`src/rtl/hostreg_bridge_pkg.sv`:
```
package hostreg_bridge_pkg;

    typedef enum logic [1:0] {
        WM_32  = 2'b00,
        WM_16  = 2'b01,
        WM_64  = 2'b10,
        WM_RSV = 2'b11
    } wmode_e;

    typedef enum logic [1:0] {
        ST_IDLE,
        ST_LO,
        ST_HI,
        ST_DONE
    } brst_e;

    localparam int DATA_W    = 32;
    localparam int HALF_W    = DATA_W / 2;
    localparam int N_RD_WIDE = 4;
    localparam int N_WR_WIDE = 5;

    // Registers read as two halfwords on a 16-bit path (response words).
    localparam logic [31:0] RD_WIDE_OFS [N_RD_WIDE] = '{
        32'h030, 32'h038, 32'h040, 32'h048
    };

    // Registers written as two halfwords on a 16-bit path
    // (argument, two status words, two status masks).
    localparam logic [31:0] WR_WIDE_OFS [N_WR_WIDE] = '{
        32'h010, 32'h070, 32'h078, 32'h080, 32'h088
    };

endpackage

```
`src/rtl/hostreg_addr_map.sv`:
```
module hostreg_addr_map
    import hostreg_bridge_pkg::*;
#(
    parameter int OFS_W = 11,
    localparam int PHY_W = OFS_W + 1
) (
    input  wmode_e             mode,
    input  logic [OFS_W-1:0]   ofs,
    output logic [PHY_W-1:0]   phys
);

    always_comb begin
        unique case (mode)
            WM_16:   phys = PHY_W'(ofs >> 1);
            WM_64:   phys = {ofs, 1'b0};
            default: phys = PHY_W'(ofs);
        endcase
    end

endmodule

```
`src/rtl/hostreg_wide_sel.sv`:
```
module hostreg_wide_sel
    import hostreg_bridge_pkg::*;
#(
    parameter int OFS_W = 11
) (
    input  logic [OFS_W-1:0] ofs,
    input  logic             we,
    output logic             wide
);

    logic [N_RD_WIDE-1:0] hit_rd;
    logic [N_WR_WIDE-1:0] hit_wr;

    for (genvar i = 0; i < N_RD_WIDE; i++) begin : g_rd
        assign hit_rd[i] = (32'(ofs) == RD_WIDE_OFS[i]);
    end

    for (genvar j = 0; j < N_WR_WIDE; j++) begin : g_wr
        assign hit_wr[j] = (32'(ofs) == WR_WIDE_OFS[j]);
    end

    assign wide = we ? (|hit_wr) : (|hit_rd);

endmodule

```
`src/rtl/hostreg_bridge.sv`:
```
module hostreg_bridge
    import hostreg_bridge_pkg::*;
#(
    parameter int OFS_W = 11,
    localparam int PHY_W = OFS_W + 1
) (
    input  logic               clk,
    input  logic               rst_n,
    input  logic [1:0]         width_mode,
    input  logic               req,
    input  logic               we,
    input  logic [OFS_W-1:0]   ofs,
    input  logic [31:0]        wdata,
    output logic               ready,
    output logic [31:0]        rdata,
    output logic               bus_req,
    output logic               bus_we,
    output logic [PHY_W-1:0]   bus_addr,
    output logic [31:0]        bus_wdata,
    input  logic [31:0]        bus_rdata,
    input  logic               bus_ack
);

    typedef struct packed {
        brst_e              st;
        wmode_e             mode;
        logic               we;
        logic               split;
        logic [DATA_W-1:0]  wdata;
        logic [DATA_W-1:0]  rdata;
        logic [PHY_W-1:0]   addr;
        logic [DATA_W-1:0]  bwdata;
    } brg_t;

    brg_t r_d, r_q;

    wmode_e             mode_in;
    logic [PHY_W-1:0]   phys;
    logic               wide;

    assign mode_in = wmode_e'(width_mode);

    hostreg_addr_map #(.OFS_W(OFS_W)) u_map (
        .mode (mode_in),
        .ofs  (ofs),
        .phys (phys)
    );

    hostreg_wide_sel #(.OFS_W(OFS_W)) u_sel (
        .ofs  (ofs),
        .we   (we),
        .wide (wide)
    );

    always_comb begin
        r_d = r_q;
        unique case (r_q.st)
            ST_IDLE: begin
                if (req) begin
                    r_d.st     = ST_LO;
                    r_d.mode   = mode_in;
                    r_d.we     = we;
                    r_d.wdata  = wdata;
                    r_d.split  = (mode_in == WM_16) && wide;
                    r_d.addr   = phys;
                    r_d.bwdata = (mode_in == WM_16) ? {{HALF_W{1'b0}}, wdata[HALF_W-1:0]}
                                                    : wdata;
                    r_d.rdata  = '0;
                end
            end
            ST_LO: begin
                if (bus_ack) begin
                    if (r_q.split) begin
                        r_d.st     = ST_HI;
                        r_d.rdata  = {{HALF_W{1'b0}}, bus_rdata[HALF_W-1:0]};
                        r_d.addr   = r_q.addr + PHY_W'(2);
                        r_d.bwdata = {{HALF_W{1'b0}}, r_q.wdata[DATA_W-1:HALF_W]};
                    end else begin
                        r_d.st    = ST_DONE;
                        r_d.rdata = (r_q.mode == WM_16) ? {{HALF_W{1'b0}}, bus_rdata[HALF_W-1:0]}
                                                        : bus_rdata;
                    end
                end
            end
            ST_HI: begin
                if (bus_ack) begin
                    r_d.st                    = ST_DONE;
                    r_d.rdata[DATA_W-1:HALF_W] = bus_rdata[HALF_W-1:0];
                end
            end
            default: begin
                r_d.st = ST_IDLE;
            end
        endcase
    end

    always_ff @(posedge clk or negedge rst_n) begin
        if (!rst_n) begin
            r_q <= '{st: ST_IDLE, mode: WM_32, default: '0};
        end else begin
            r_q <= r_d;
        end
    end

    assign ready     = (r_q.st == ST_DONE);
    assign rdata     = r_q.rdata;
    assign bus_req   = (r_q.st == ST_LO) || (r_q.st == ST_HI);
    assign bus_we    = r_q.we;
    assign bus_addr  = r_q.addr;
    assign bus_wdata = r_q.bwdata;

endmodule

```
`config.mk`:
```
export PLATFORM = sky130hd
export DESIGN_NAME = hostreg_bridge
export DESIGN_NICKNAME = d
export VERILOG_FILES = /design/src/rtl/hostreg_bridge_pkg.sv /design/src/rtl/hostreg_addr_map.sv /design/src/rtl/hostreg_wide_sel.sv /design/src/rtl/hostreg_bridge.sv
export SDC_FILE = /design/constraint.sdc
export NUM_CORES = 1
export LEC_CHECK = 0
export ABC_AREA = 1
export CAP_MARGIN = 20
export CORE_MARGIN = 2
export CORE_UTILIZATION = 30
export DETAILED_ROUTE_END_ITERATION = 8
export DONT_BUFFER_PORTS = 1
export PLACE_DENSITY = 0.51
export SYNTH_ARGS = -nofsm -noshare
export SYNTH_HDL_FRONTEND = slang
export SYNTH_SLANG_ARGS = --single-unit
```
`constraint.sdc`:
```
create_clock -name clk -period 1.8 [get_ports clk]
set_clock_uncertainty 0.05 [all_clocks]
set_input_delay 0.09 -clock clk [delete_from_list [all_inputs] [get_ports clk]]
set_output_delay 0.09 -clock clk [all_outputs]
set_load 0.02 [all_outputs]
```
==> results of run 1 <==
## cell usage after synthesis
master / n / share of area
a31oi_1: 2 / 0.0023
buf_6: 2 / 0.0042
o22ai_1: 1 / 0.0012
clkbuf_2: 1 / 0.00092
o211ai_1: 7 / 0.0097
nor2_4: 4 / 0.0083
xnor2_1: 1 / 0.0016
dfrtp_1: 98 / 0.45
clkbuf_1: 13 / 0.0090
xor2_1: 1 / 0.0016
nand2_2: 1 / 0.0012
a22oi_1: 17 / 0.024
buf_1: 2 / 0.0014
buf_2: 13 / 0.012
o21bai_1: 1 / 0.0014
nand3_1: 65 / 0.060
ha_1: 8 / 0.018
a21oi_1: 21 / 0.019
clkinv_1: 1 / 0.00069
inv_2: 5 / 0.0035
inv_1: 22 / 0.015
nor3_1: 4 / 0.0037
o21ai_0: 42 / 0.039
o21ai_1: 5 / 0.0046
nand3b_1: 1 / 0.0014
a21o_1: 1 / 0.0014
inv_4: 1 / 0.0012
nor2_1: 21 / 0.015
nand4_1: 2 / 0.0023
buf_4: 79 / 0.11
nand2_1: 252 / 0.17
## how the worst max path moves through the flow
stage / from / to / slack (ps)
floorplan: r_q[113] / bus_addr[2] / 140
global placement: r_q[113] / bus_wdata[7] / 60
detailed placement: r_q[113] / bus_wdata[1] / -20
CTS: r_q[113] / bus_addr[1] / 30
global route: r_q[112] / rdata[19] / -10
finish: r_q[112] / bus_addr[1] / 110
## power groups by stage
stage | Clock, W | Combinational (W) | Sequential, W
3_5_place_dp | 0 | 0.00410 | 0.00433
6_report | 0.00200 | 0.00443 | 0.00429
5_1_grt | 0.00215 | 0.00500 | 0.00440
2_1_floorplan | 0 | 0.00438 | 0.00346
4_1_cts | 0.00206 | 0.00427 | 0.00430
3_3_place_gp | 0 | 0.00398 | 0.00433
## timing repair
action                                  CTS  global route
cloned                                    0             1
gates resized for setup                   1             9
endpoints found under the setup margin   12            75
buffers inserted                          0             2
pin swaps                                 0             1
hold endpoints to repair                188            99
hold buffers                             75             1
## final cells by class
class	instances	share of cell area
multi-input combinational	457	0.337
clock inverter	5	0.00986
tap	229	0.0451
clock buffer	11	0.0382
sequential	98	0.387
inverter	29	0.0183
timing repair buffer	107	0.164
## layer usage
metal,track usage,up-vias,share of wire
met5,0,-,0
met4,0.0483,0,0.016
met3,0.0551,19,0.086
met2,0.262,192,0.48
met1,0.194,2160,0.42
li1,-,2183,-
## stage by stage
step | total power, W | setup slack [ps]
floorplan | 0.00785 | 145
global placement | 0.00831 | 57.4
detailed placement | 0.00843 | -17.5
CTS | 0.0106 | 28.7
global route | 0.0115 | -12.0
finish | 0.0107 | 106
## sequential cells by signal, indices dropped and copies added, names as in the netlist
| name | count |
|---|---|
| bus_we | 1 |
| bus_addr | 12 |
| bus_wdata | 32 |
| r_q | 21 |
| rdata | 32 |
## worst register-to-register path, delay by kind of cell, from the launching register on
family                   cells  cell delay, ps
buffers and inverters        2             300
AND/OR/NAND/NOR              3             370
adder cells (fa/ha/maj)      1             230
flip-flops                   1             440
AO/OA/AOI/OAI                2             190
## logic make-up after synthesis
group                    Yosys count  share of synthesized area
AO/OA/AOI/OAI                     97                      0.102
XOR/XNOR                           2                    0.00323
adder cells (fa/ha/maj)            8                     0.0185
buffers and inverters            139                      0.157
flip-flops                        98                      0.453
AND/OR/NAND/NOR                  350                      0.266
==> impl_metrics.tcl, run 1 <==
set metrics [dict create \
    status "finished, violations left" \
    violations "negative hold slack" \
    placed_area_mm2 0.00520 \
    ant_nets 0 \
    slowest_stage "dfrtp_2" \
    powerDensity_mw_per_mm2 1690 \
    critPathLaunchType "register" \
    drive_above_1_share 0.0849 \
    antenna_cells 0 \
    period_share 0.941 \
    track_usage 0.158 \
    cts_buffer_depth 2 \
    design_area_mm2 0.00635 \
    io_buffers 0 \
    max_slew_margin 0.592 \
    cts_tree "done" \
    critPathTopFamily "flip-flops" \
    fmaxAchievable_mhz 590 \
    path_cells "inv_1, ha_1, nand2_1, nand2_1, nand2_8, buf_12, a21oi_1, a22oi_1" \
    synth_area_mm2 0.00542 \
    cts.reportedPaths.clkPinSlew_ps 70 \
    cp_data_arrival_time_ps 1870 \
    antenna_found_initial 0 \
    final_net_count 792 \
    final-hold-violation-count 98 \
    holdWs_ps -615 \
    r2r_cells 8 \
    critPathMaxFanout 20 \
    clock_latency_ps 350 \
    drt_wl_total_um 15700 \
    die_h_um 138 \
    yosysWarnings 0 \
    switchingPower_w 0.00496 \
    drt_iter0_markers 294 \
    first_pass_iters 4 \
    power_frac_clock 0.187 \
    grt_max_degree 99 \
    regArea_mm2 0.00245 \
    cts_root_buf "clkbuf_16" \
    cts_made_buffers 9 \
    synth.distinct_cells 31 \
    grt_remaining_overflow 0 \
    hp-class "in2async" \
    ios 161 \
    fin_util 0.356 \
    reg2reg_to "bus_addr[1]" \
    cts_sinks 98 \
    seqPwrFrac 0.400 \
    dp.cells 841 \
    coreArea_mm2 0.0178 \
    layout_common_cells "nand2_1, dfrtp_1, dlygate4sd3_1, nand3_1, o21ai_0" \
    worstSetupPathType "reg2reg" \
    ys_seq_area_frac 0.453 \
    swShare 0.462 \
    tns_ps 0 \
    combPwrFrac 0.413 \
    multiInputGateArea_mm2 0.00214 \
    r2r_start "r_q[112]" \
    cp_num_buf_inv 2 \
    globalplace.congestion 0.863 \
    vias 4554 \
    worst_slew_pin_slew_ps 611 \
    synth_nets 784 \
    area.growth.synth_to_final_pct 17.1 \
    h-tree-depth 3 \
    leakage_nw 3.07 \
    layout_commonest_cell "nand2_1" \
    max-vdd-ir-drop_uv 792 \
    grt_pass1_vias 4468 \
    grt_pass1_wl_um 24000 \
    cp.depth 8 \
    ff2ff_setup_slack_ps 110 \
    crit_path_end_kind "register" \
    postSynthAreaPerCell_um2 7.81 \
    p_int_w 0.00577 \
    worst-endpoint-required_ps 1980 \
    post-dp-hpwl_um 10700 \
    nFillCells 1815 \
    slew_violations 0 \
    rsz0062_at_grt "yes" \
    drc 0 \
    yosys_register_bits 98 \
    cpPeakStageDelay_ps 440 \
    path_common_cell "nand2_1" \
    final.min_clock_period_ps 1690 \
    synthCells 694 \
    row_count 49 \
    die_area_mm2 0.0192 \
    wl_per_cell_um 16.7 \
    fp.dieW_um 138 \
    setup_viol 0 \
    maxCapViolations 0 \
    initial_utilization 0.304 \
    fin_cells 936 \
    viasPerCell 4.87 \
]
Note: power is estimated with default switching activity, not from simulation.
==> inputs of run 2 (changes only) <==
Settings changed: CORE_UTILIZATION 30 to 35, PLACE_DENSITY 0.51 to 0.56.
==> run 2 against run 1 <==
  * The run still ends with negative hold slack left
  * Global-route usage increased by 2.2 points
  * Design area rose by 0.37%
  * Non-clock buffer count decreased by 1
  * Largest power group unchanged
==> impl_metrics.tcl, run 2 (synthesized netlist as in run 1, its figures left out) <==
set metrics [dict create \
    cts_sinks 98 \
    reg2reg_to "rdata[27]" \
    cp_data_arrival_time_ps 1890 \
    rsz0062_at_grt "no" \
    powerDensity_mw_per_mm2 1740 \
    fp.dieW_um 128 \
    cts_buffer_depth 2 \
    critPathMaxFanout 15 \
    slew_violations 0 \
    multiInputGateArea_mm2 0.00215 \
    post-dp-hpwl_um 9920 \
    initial_utilization 0.358 \
    drc 0 \
    grt_pass1_vias 4418 \
    wl_per_cell_um 16.5 \
    layout_commonest_cell "nand2_1" \
    h-tree-depth 3 \
    max_slew_margin 0.588 \
    grt_max_degree 99 \
    die_area_mm2 0.0165 \
    cts_made_buffers 9 \
    worstSetupPathType "reg2reg" \
    maxCapViolations 0 \
    ios 161 \
    drt_wl_total_um 14800 \
    ctsHoldBuffers 77 \
    design_area_mm2 0.00637 \
    ff2ff_setup_slack_ps 140 \
    antenna_found_initial 0 \
    ant_nets 0 \
    drive_above_1_share 0.0907 \
    p_total_w 0.0111 \
    placed_area_mm2 0.00515 \
    io_buffers 0 \
    grt_remaining_overflow 0 \
    cts.reportedPaths.clkPinSlew_ps 70 \
    final.min_clock_period_ps 1660 \
    worst_slew_pin_slew_ps 616 \
    final_net_count 791 \
    leakage_nw 3.09 \
    layout_common_cells "nand2_1, dfrtp_1, dlygate4sd3_1, nand3_1, o21ai_0" \
    critPathLaunchType "register" \
    final-hold-violation-count 98 \
    fmaxAchievable_mhz 601 \
    place_ws_ps 29.1 \
    row_count 45 \
    drt_iter0_markers 311 \
    grt_pass1_wl_um 23100 \
    regArea_mm2 0.00245 \
    violations "negative hold slack" \
    r2r_start "r_q[112]" \
    clock_latency_ps 350 \
    cts_root_buf "clkbuf_16" \
    postLayoutSetupSlackWorst_ps 135 \
    area.growth.synth_to_final_pct 17.6 \
    crit_path_end_kind "register" \
    holdWs_ps -616 \
    first_pass_iters 5 \
    globalplace.congestion 0.857 \
    setup_viol 0 \
    die_h_um 128 \
    hp-class "in2async" \
    nFillCells 1486 \
    r2r_cells 9 \
    period_share 0.925 \
    worst-endpoint-required_ps 2030 \
    max-vdd-ir-drop_uv 747 \
    coreArea_mm2 0.0151 \
    status "finished, violations left" \
    cts_tree "done" \
    track_usage 0.179 \
    antenna_cells 0 \
    viasPerCell 5.10 \
    tns_ps 0 \
    vias 4555 \
]
-- run 2: cell types whose count changed in the layout (fill, tap and decap cells not counted), sizes merged --
cell,delta
clkinv,-1
dlygate4sd3,+1
buf,-1
bufinv,+2
inv,-2
-- run 2: what timing repair did --
action,4_1_cts,5_1_grt
buffers inserted,0,3
pin swaps,0,1
hold endpoints to repair,191,98
gates resized for setup,1,13
endpoints found under the setup margin,1,75
cloned,0,1
-- run 2: routing by layer --
| layer | GRT usage | share of wire |
|---|---|---|
| met1 | 0.225 | 0.42 |
| met2 | 0.289 | 0.47 |
| met3 | 0.0511 | 0.079 |
| met4 | 0.0795 | 0.027 |
| met5 | 0 | 0 |
-- run 2: how the worst max path moves through the flow --
stage                   from           to  slack (ps)  cells after the start
4_1_cts        width_mode[0]  bus_addr[3]           1                      9
3_5_place_dp        r_q[112]     rdata[4]          30                     10
3_3_place_gp        r_q[113]    rdata[26]          90                      8
6_report            r_q[112]    rdata[27]         140                      9
5_1_grt             r_q[112]    rdata[27]          10                      9
2_1_floorplan       r_q[113]  bus_addr[2]         140                     11
-- run 2: report_power, final --
group,internal (W),total [W],leakage [nW],switching (W)
clock,0.00144,0.00229,0.169,0.000856
combinational,0.00171,0.00447,1.65,0.00275
sequential,0.00302,0.00431,1.27,0.00129
total,0.00617,0.0111,3.09,0.00490
-- run 2: through the flow --
step                      std cells   util
after floorplan                 694      -
after global placement          797  0.340
after detailed placement        797  0.340
after CTS                       890  0.415
after global routing            894  0.421
final                           894  0.421
-- run 2: worst max-delay path: stages (launching register included) --
cell and delay (ps):
dfrtp_2 420, inv_1 110, ha_4 190, nand2_1 80
nand2_2 70, buf_4 150, nor2_4 120, buf_4 230
nand3_1 110, nand2_1 70
-- run 2: layout make-up --
type / count / share of cell area
Clock inverter: 4 / 0.0153
Timing Repair Buffer: 106 / 0.166
Multi-Input combinational cell: 457 / 0.338
Clock buffer: 12 / 0.0403
Tap cell: 188 / 0.0369
Inverter: 29 / 0.0181
Sequential cell: 98 / 0.385
